`config.mk`:
```
export PLATFORM = sky130hd
export DESIGN_NAME = chamber_mult_encoder
export DESIGN_NICKNAME = d
export VERILOG_FILES = /design/src/rtl/mtenc_pkg.sv /design/src/rtl/mtenc_glitch.sv /design/src/rtl/mtenc_count.sv /design/src/rtl/mtenc_grade.sv /design/src/rtl/mtenc_cfg_guard.sv /design/src/rtl/chamber_mult_encoder.sv
export SDC_FILE = /design/constraint.sdc
export NUM_CORES = 1
export LEC_CHECK = 0
export ABC_AREA = 1
export ABC_CLOCK_PERIOD_IN_PS = 3700
export BUFFER_PORTS_ARGS = -buffer_cell sky130_fd_sc_hd__buf_4
export CAP_MARGIN = 25
export CORE_MARGIN = 4
export CORE_UTILIZATION = 25
export DETAILED_ROUTE_END_ITERATION = 6
export GPL_TIMING_DRIVEN = 0
export SLEW_MARGIN = 20
export SYNTH_ARGS = -nofsm -noshare
export SYNTH_HDL_FRONTEND = slang
export SYNTH_SLANG_ARGS = --single-unit
```
`constraint.sdc`:
```
create_clock -name clk -period 3.7 [get_ports clk]
set_input_delay 0.185 -clock clk [delete_from_list [all_inputs] [get_ports clk]]
set_output_delay 0.185 -clock clk [all_outputs]
set_load 0.005 [all_outputs]
```
`src/rtl/mtenc_pkg.sv`:
```
package mtenc_pkg;
    typedef enum logic [1:0] {
        LVL_NONE = 2'd0,
        LVL_LOW  = 2'd1,
        LVL_MID  = 2'd2,
        LVL_HIGH = 2'd3
    } level_t;

    typedef enum logic {
        CFG_GOOD  = 1'b0,
        CFG_FAULT = 1'b1
    } cfg_state_t;
endpackage

```
`src/rtl/mtenc_glitch.sv`:
```
module mtenc_glitch #(
    parameter int W = 16
) (
    input  logic         clk,
    input  logic         rst_n,
    input  logic [W-1:0] raw_i,
    output logic [W-1:0] filt_o
);
    logic [W-1:0] prev_q;
    logic [W-1:0] filt_q;

    always_ff @(posedge clk) begin
        if (!rst_n) begin
            prev_q <= '0;
            filt_q <= '0;
        end else begin
            prev_q <= raw_i;
            filt_q <= raw_i & prev_q;
        end
    end

    assign filt_o = filt_q;

    assert_filter_needs_raw_R1: assert property (@(posedge clk) disable iff (!rst_n)
        (filt_q & ~$past(raw_i)) == '0);
endmodule

```
`src/rtl/mtenc_count.sv`:
```
module mtenc_count #(
    parameter int W  = 16,
    parameter int CW = 5
) (
    input  logic          clk,
    input  logic          rst_n,
    input  logic [W-1:0]  bits_i,
    input  logic [W-1:0]  block_i,
    output logic [CW-1:0] cnt_o
);
    logic [W-1:0]  live;
    logic [CW-1:0] sum;
    logic [CW-1:0] cnt_q;

    always_comb begin
        live = bits_i & ~block_i;
        sum  = '0;
        for (int i = 0; i < W; i++) begin
            sum = sum + CW'(live[i]);
        end
    end

    always_ff @(posedge clk) begin
        if (!rst_n) cnt_q <= '0;
        else        cnt_q <= sum;
    end

    assign cnt_o = cnt_q;
endmodule

```
`src/rtl/mtenc_grade.sv`:
```
module mtenc_grade
    import mtenc_pkg::*;
#(
    parameter int CW = 5
) (
    input  logic          clk,
    input  logic          rst_n,
    input  logic [CW-1:0] cnt_i,
    input  logic          en_i,
    input  logic          cfg_bad_i,
    input  logic [CW-1:0] thr_lo_i,
    input  logic [CW-1:0] thr_mid_i,
    input  logic [CW-1:0] thr_hi_i,
    output logic [CW-1:0] mult_o,
    output logic [1:0]    level_o
);
    level_t        level_d;
    level_t        level_q;
    logic [CW-1:0] mult_q;

    always_comb begin
        if (!en_i || cfg_bad_i)      level_d = LVL_NONE;
        else if (cnt_i >= thr_hi_i)  level_d = LVL_HIGH;
        else if (cnt_i >= thr_mid_i) level_d = LVL_MID;
        else if (cnt_i >= thr_lo_i)  level_d = LVL_LOW;
        else                         level_d = LVL_NONE;
    end

    always_ff @(posedge clk) begin
        if (!rst_n) begin
            mult_q  <= '0;
            level_q <= LVL_NONE;
        end else begin
            mult_q  <= en_i ? cnt_i : '0;
            level_q <= level_d;
        end
    end

    assign mult_o  = mult_q;
    assign level_o = level_q;

    assert_disabled_silent_R5: assert property (@(posedge clk) disable iff (!rst_n)
        !en_i |=> (mult_q == '0 && level_q == LVL_NONE));
    assert_fault_blanks_level_R6: assert property (@(posedge clk) disable iff (!rst_n)
        cfg_bad_i |=> level_q == LVL_NONE);
    assert_level_needs_hits_R4: assert property (@(posedge clk) disable iff (!rst_n)
        level_q != LVL_NONE |-> mult_q != '0);
endmodule

```
`src/rtl/mtenc_cfg_guard.sv`:
```
module mtenc_cfg_guard
    import mtenc_pkg::*;
#(
    parameter int W  = 16,
    parameter int CW = 5
) (
    input  logic          clk,
    input  logic          rst_n,
    input  logic [CW-1:0] thr_lo_i,
    input  logic [CW-1:0] thr_mid_i,
    input  logic [CW-1:0] thr_hi_i,
    output logic          bad_o,
    output logic          fault_o
);
    localparam logic [CW-1:0] THR_LIMIT = CW'(W);

    cfg_state_t state_q;
    cfg_state_t state_d;
    logic       ordered;

    assign ordered = (thr_lo_i != '0) && (thr_lo_i < thr_mid_i) &&
                     (thr_mid_i < thr_hi_i) && (thr_hi_i < THR_LIMIT);
    assign bad_o   = !ordered;

    always_ff @(posedge clk) begin
        if (!rst_n) state_q <= CFG_GOOD;
        else        state_q <= state_d;
    end

    always_comb begin
        unique case (state_q)
            CFG_GOOD:  state_d = ordered ? CFG_GOOD : CFG_FAULT;
            CFG_FAULT: state_d = ordered ? CFG_GOOD : CFG_FAULT;
        endcase
    end

    always_comb begin
        fault_o = (state_q == CFG_FAULT);
    end
endmodule

```
`src/rtl/chamber_mult_encoder.sv`:
```
module chamber_mult_encoder
    import mtenc_pkg::*;
#(
    parameter int NUM_CH = 12,
    parameter int WORD_W = 16
) (
    input  logic                                   clk,
    input  logic                                   rst_n,
    input  logic                                   in_valid,
    input  logic [NUM_CH*WORD_W-1:0]               in_words,
    input  logic [NUM_CH*WORD_W-1:0]               bit_block,
    input  logic [NUM_CH-1:0]                      ch_enable,
    input  logic [$clog2(WORD_W+1)-1:0]            thr_lo,
    input  logic [$clog2(WORD_W+1)-1:0]            thr_mid,
    input  logic [$clog2(WORD_W+1)-1:0]            thr_hi,
    output logic                                   out_valid,
    output logic [NUM_CH*$clog2(WORD_W+1)-1:0]     out_mult,
    output logic [NUM_CH*2-1:0]                    out_level,
    output logic                                   config_error
);
    localparam int CNT_W  = $clog2(WORD_W + 1);
    localparam int LAT    = 3;

    logic           cfg_bad;
    logic [LAT-1:0] vpipe_q;
    logic [1:0]     settle_q;

    mtenc_cfg_guard #(.W(WORD_W), .CW(CNT_W)) u_guard (
        .clk      (clk),
        .rst_n    (rst_n),
        .thr_lo_i (thr_lo),
        .thr_mid_i(thr_mid),
        .thr_hi_i (thr_hi),
        .bad_o    (cfg_bad),
        .fault_o  (config_error)
    );

    for (genvar c = 0; c < NUM_CH; c++) begin : g_ch
        logic [WORD_W-1:0] filt;
        logic [CNT_W-1:0]  cnt;

        mtenc_glitch #(.W(WORD_W)) u_glitch (
            .clk   (clk),
            .rst_n (rst_n),
            .raw_i (in_words[c*WORD_W +: WORD_W]),
            .filt_o(filt)
        );

        mtenc_count #(.W(WORD_W), .CW(CNT_W)) u_count (
            .clk    (clk),
            .rst_n  (rst_n),
            .bits_i (filt),
            .block_i(bit_block[c*WORD_W +: WORD_W]),
            .cnt_o  (cnt)
        );

        mtenc_grade #(.CW(CNT_W)) u_grade (
            .clk      (clk),
            .rst_n    (rst_n),
            .cnt_i    (cnt),
            .en_i     (ch_enable[c]),
            .cfg_bad_i(cfg_bad),
            .thr_lo_i (thr_lo),
            .thr_mid_i(thr_mid),
            .thr_hi_i (thr_hi),
            .mult_o   (out_mult[c*CNT_W +: CNT_W]),
            .level_o  (out_level[c*2 +: 2])
        );
    end

    always_ff @(posedge clk) begin
        if (!rst_n) begin
            vpipe_q  <= '0;
            settle_q <= '0;
        end else begin
            vpipe_q  <= {vpipe_q[LAT-2:0], in_valid};
            settle_q <= (settle_q == 2'd3) ? settle_q : settle_q + 2'd1;
        end
    end

    assign out_valid = vpipe_q[LAT-1];

    assert_valid_latency_R7: assert property (@(posedge clk) disable iff (!rst_n)
        settle_q == 2'd3 |-> out_valid == $past(in_valid, 3));
endmodule

```
==> summary.log <==
qor: sta.layout_min_cycle_time 3.85 ns
qor: placement.place_area 0.0305 mm2
qor: drt.number_of_drc_violations_after_detailed_routing_iteration_0 740
qor: drt.via_total_after_detailed_routing 20085
qor: outcome.run_status finished, violations left
qor: sta.grt_setup_unrepaired true
qor: layout.mostFrequentLayoutCell sky130_fd_sc_hd__inv_1
qor: global_route.global_route.usage.met3 4.59%
qor: power.internal_power 10.7 mW
qor: synthesis.asr_flop_ratio_synth 0%
qor: placement.routabilityCongestion 0.807
qor: floorplan.std_cell_rows 115
qor: power.power_share_of_the_clock_group 45.9%
qor: layout.fill_cells 10038
qor: floorplan.initial_utilization 25.3%
qor: synthesis.synth.avg_cell_area 8.01 um2
qor: setup_path.worst_setup_path_end_kind flip-flop
qor: layout.final_nets 4671
qor: clock_network.worst_setup_hold_path_clk_slew 0.06 ns
qor: clock_network.cts_max_path_buffers 3
qor: setup_path.cp_data_required_time 4.29 ns
qor: global_route.globalRouteTotalUtil 14.9%
qor: clock_network.number_of_buffers_created_by_cts 60
qor: setup_path.crit_path_cell_trace inv_1, nor2_2, ha_1, inv_1, fa_1, fa_1, fa_1, inv_2, fa_1, fa_2, fa_2, nand2_1, inv_1
qor: global_route.grt_pass1_vias 20184
qor: drt.first_pass_iters 4
qor: power.seq_power_share 42.4%
qor: global_route.globalRouteOverflowTotal 0
qor: sta.timing.final.max_slew_violations 0
qor: setup_path.cpPeakStageDelay 0.53 ns
qor: global_route.grt_first_pass_wirelength 115000 um
qor: synthesis.synth_edf_count 0
qor: floorplan.die_height 324 um
qor: drt.wl_per_cell 15.2 um
qor: floorplan.floorplan.die_area 0.105 mm2
qor: layout.final_layout_size_suffix_gt1_share 20.1%
qor: power.power_frac_comb 11.6%
qor: power.power.ir.vdd_worst 0.355 mV
qor: global_route.grt_antenna_before_repair 10
qor: run.cap_viol_max_count 0
qor: power.switching_share 24.0%
qor: synthesis.ys_seq_elements 532
qor: synthesis.post_syn_nets 3892
qor: layout.layoutNonFillerInstCount 5228
qor: global_route.grt_start_max_net_pins 16
qor: floorplan.num_io_pins 500
qor: drt.postRouteAntennaNets 0
qor: sta.worst_slew_pin_slew 0.747 ns
qor: synthesis.mappedNetlistArea 0.0249 mm2
qor: drt.post_drt_via_cell_ratio 3.84
qor: setup_path.critPathLaunchType flip-flop
qor: layout.layout.cells.most_common_list 910 x sky130_fd_sc_hd__inv_1, 542 x sky130_fd_sc_hd__nand2_1, 524 x sky130_fd_sc_hd__dfxtp_1
qor: outcome.failed_checks negative setup slack
qor: setup_path.path_max_fanout 2
qor: synthesis.ys_seq_area_share 42.7%
qor: synthesis.syn-instance-count 3110
qor: placement.place_inst 4901
qor: synthesis.number_of_warnings_printed_during_yosys_synthesis 0
qor: clock_network.clk-insertion-delay-late 0.64 ns
qor: clock_network.clock_sinks 532
qor: layout.fin_area 0.0351 mm2
qor: clock_network.cts-root-buf sky130_fd_sc_hd__clkbuf_16
qor: sta.layout_setup_ws -0.148 ns
qor: layout.final_core_utilization 35.6%
qor: synthesis.postSynth.topFlopCell sky130_fd_sc_hd__dfxtp_1
qor: clock_network.cts_tree built
qor: drt.totalWireLength 79400 um
qor: power.power_density 403 mW/mm2
qor: floorplan.die_width 324 um
qor: sta.slew_headroom 50.2%
qor: setup_path.criticalPathCategory reg -> reg
qor: placement.preCtsSetupSlack -0.313 ns
qor: global_route.gr-usage-met2 25.6%
qor: setup_path.cp_data_arrival_time 4.44 ns
qor: floorplan.core_region 0.0986 mm2
qor: sta.final_setup_violation_count 19
qor: placement.count_of_port_buffers_added_during_placement 498
qor: sta.finClkSkew 0.0205 ns
qor: global_route.grt_busiest_layer met2
qor: sta.layout_worst_path_cycle_share 104%
qor: drt.drt_drc 0
qor: global_route.grt_use_met1 17.9%
qor: worst_hold_path.worstHoldPathType in -> reg
qor: sta.fmax 260 MHz
qor: setup_path.worst_path_most_repeated_cell sky130_fd_sc_hd__fa_1
qor: synthesis.ys_types 25
qor: power.leakagePower 18.6 nW
qor: placement.placed_wire_length_estimate 60300 um
qor: sta.timing_hold_violations_final 0
qor: power.net-switching-power 3.39 mW
qor: setup_path.slowest_stage sky130_fd_sc_hd__fa_2
qor: layout.area_growth 40.7%
qor: clock_network.htree_levels 2
==> worst max-delay path: cells and delay by family, from the launching register on <==
kind	cells	cell delay (ns)
buffers and inverters	4	0.21
adders and majority gates	7	3.14
and+or+nand+nor	2	0.13
DFF	1	0.32
==> power by group through the flow <==
stage	combinational (mW)	sequential (mW)	clock [mW]
floorplan	0.724	6.11	0
global placement	1.41	6.12	0
detailed placement	1.47	6.12	0
CTS	1.67	6.00	6.71
global route	1.87	6.01	6.90
finish	1.64	6.00	6.50
==> cells by family after synthesis <==
kind of cell             Yosys count  share of synthesized area [%]
adder cells (fa/ha/maj)          368                           22.1
AO/OA/AOI/OAI                    130                           2.79
AND/OR/NAND/NOR                 1100                           17.3
flip-flops                       532                           42.7
buffers and inverters            980                           15.1
==> metal layers <==
metal  up-vias  part of all wire (%)
met5         -                 0.021
met4         2                   2.6
met3       121                   7.5
met2       444                    47
met1      9031                    43
li1      10487                     -
==> what timing repair did <==
action	4_1_cts	5_1_grt
setup buffers	3	2
hold buffers	208	0
hold endpoints to repair	443	0
setup endpoints to repair	43	48
gates resized for setup	52	78
pin swaps	77	49
==> flip-flops by register name (all words and copies together) (netlist names) <==
name                  count
g_ch.u_glitch.prev_q    192
g_ch.u_glitch.filt_o    192
g_ch.u_count.cnt_o       60
u_guard.fault_o           1
g_ch.u_grade.level_o     24
g_ch.u_grade.mult_o      60
vpipe_q                   3
==> stage by stage <==
| stage | hold WS (ns) | power (mW) | setup TNS, ns |
|---|---|---|---|
| 2_1_floorplan | 0.283 | 6.83 | 0 |
| 3_3_place_gp | 0.371 | 7.53 | -4.55 |
| 3_5_place_dp | 0.373 | 7.59 | -5.76 |
| 4_1_cts | 0.00325 | 14.4 | -2.91 |
| 5_1_grt | 0.0326 | 14.8 | -6.17 |
| 6_report | 0.0578 | 14.1 | -1.46 |
==> synthesized netlist by cell type, types with 2 or more instances <==
library cell | count | share of area (%)
sky130_fd_sc_hd__inv_1 | 947 | 14
sky130_fd_sc_hd__nand2_1 | 547 | 8.2
sky130_fd_sc_hd__dfxtp_1 | 532 | 43
sky130_fd_sc_hd__nor2_1 | 481 | 7.2
sky130_fd_sc_hd__ha_1 | 248 | 12
sky130_fd_sc_hd__fa_1 | 120 | 9.6
sky130_fd_sc_hd__a21oi_1 | 85 | 1.7
sky130_fd_sc_hd__nand3_1 | 50 | 1.0
sky130_fd_sc_hd__o21ai_0 | 27 | 0.54
sky130_fd_sc_hd__buf_2 | 26 | 0.52
sky130_fd_sc_hd__nand4_2 | 9 | 0.45
sky130_fd_sc_hd__o21a_1 | 9 | 0.27
sky130_fd_sc_hd__o21bai_1 | 9 | 0.27
sky130_fd_sc_hd__and3_1 | 5 | 0.13
sky130_fd_sc_hd__nand4_1 | 3 | 0.075
sky130_fd_sc_hd__buf_4 | 2 | 0.060
sky130_fd_sc_hd__clkbuf_1 | 2 | 0.030
==> worst paths after layout <==
path                                             startpoint  slack, ns                           to  cells after the start
worst max register to register   g_ch[1].u_glitch.filt_o[1]      -0.15     g_ch[1].u_count.cnt_o[1]                     13
worst min-delay path                         bit_block[131]       0.06     g_ch[8].u_count.cnt_o[0]                      5
worst max-delay path             g_ch[1].u_glitch.filt_o[1]      -0.15     g_ch[1].u_count.cnt_o[1]                     13
worst min register to register  g_ch[10].u_glitch.prev_q[8]       0.40  g_ch[10].u_glitch.filt_o[8]                      2
==> layout make-up <==
class,instances,area [um2],share of cell area (%)
clock inverter,30,498,1.42
multi-input combinational,1598,10800,30.9
tap,1287,1610,4.59
sequential,532,10700,30.4
buffer,33,200,0.571
timing repair buffer,717,6030,17.2
antenna,6,15.0,0.0428
clock buffer,78,1670,4.76
inverter,947,3550,10.1
No activity file was read; power rests on OpenSTA's default activity.
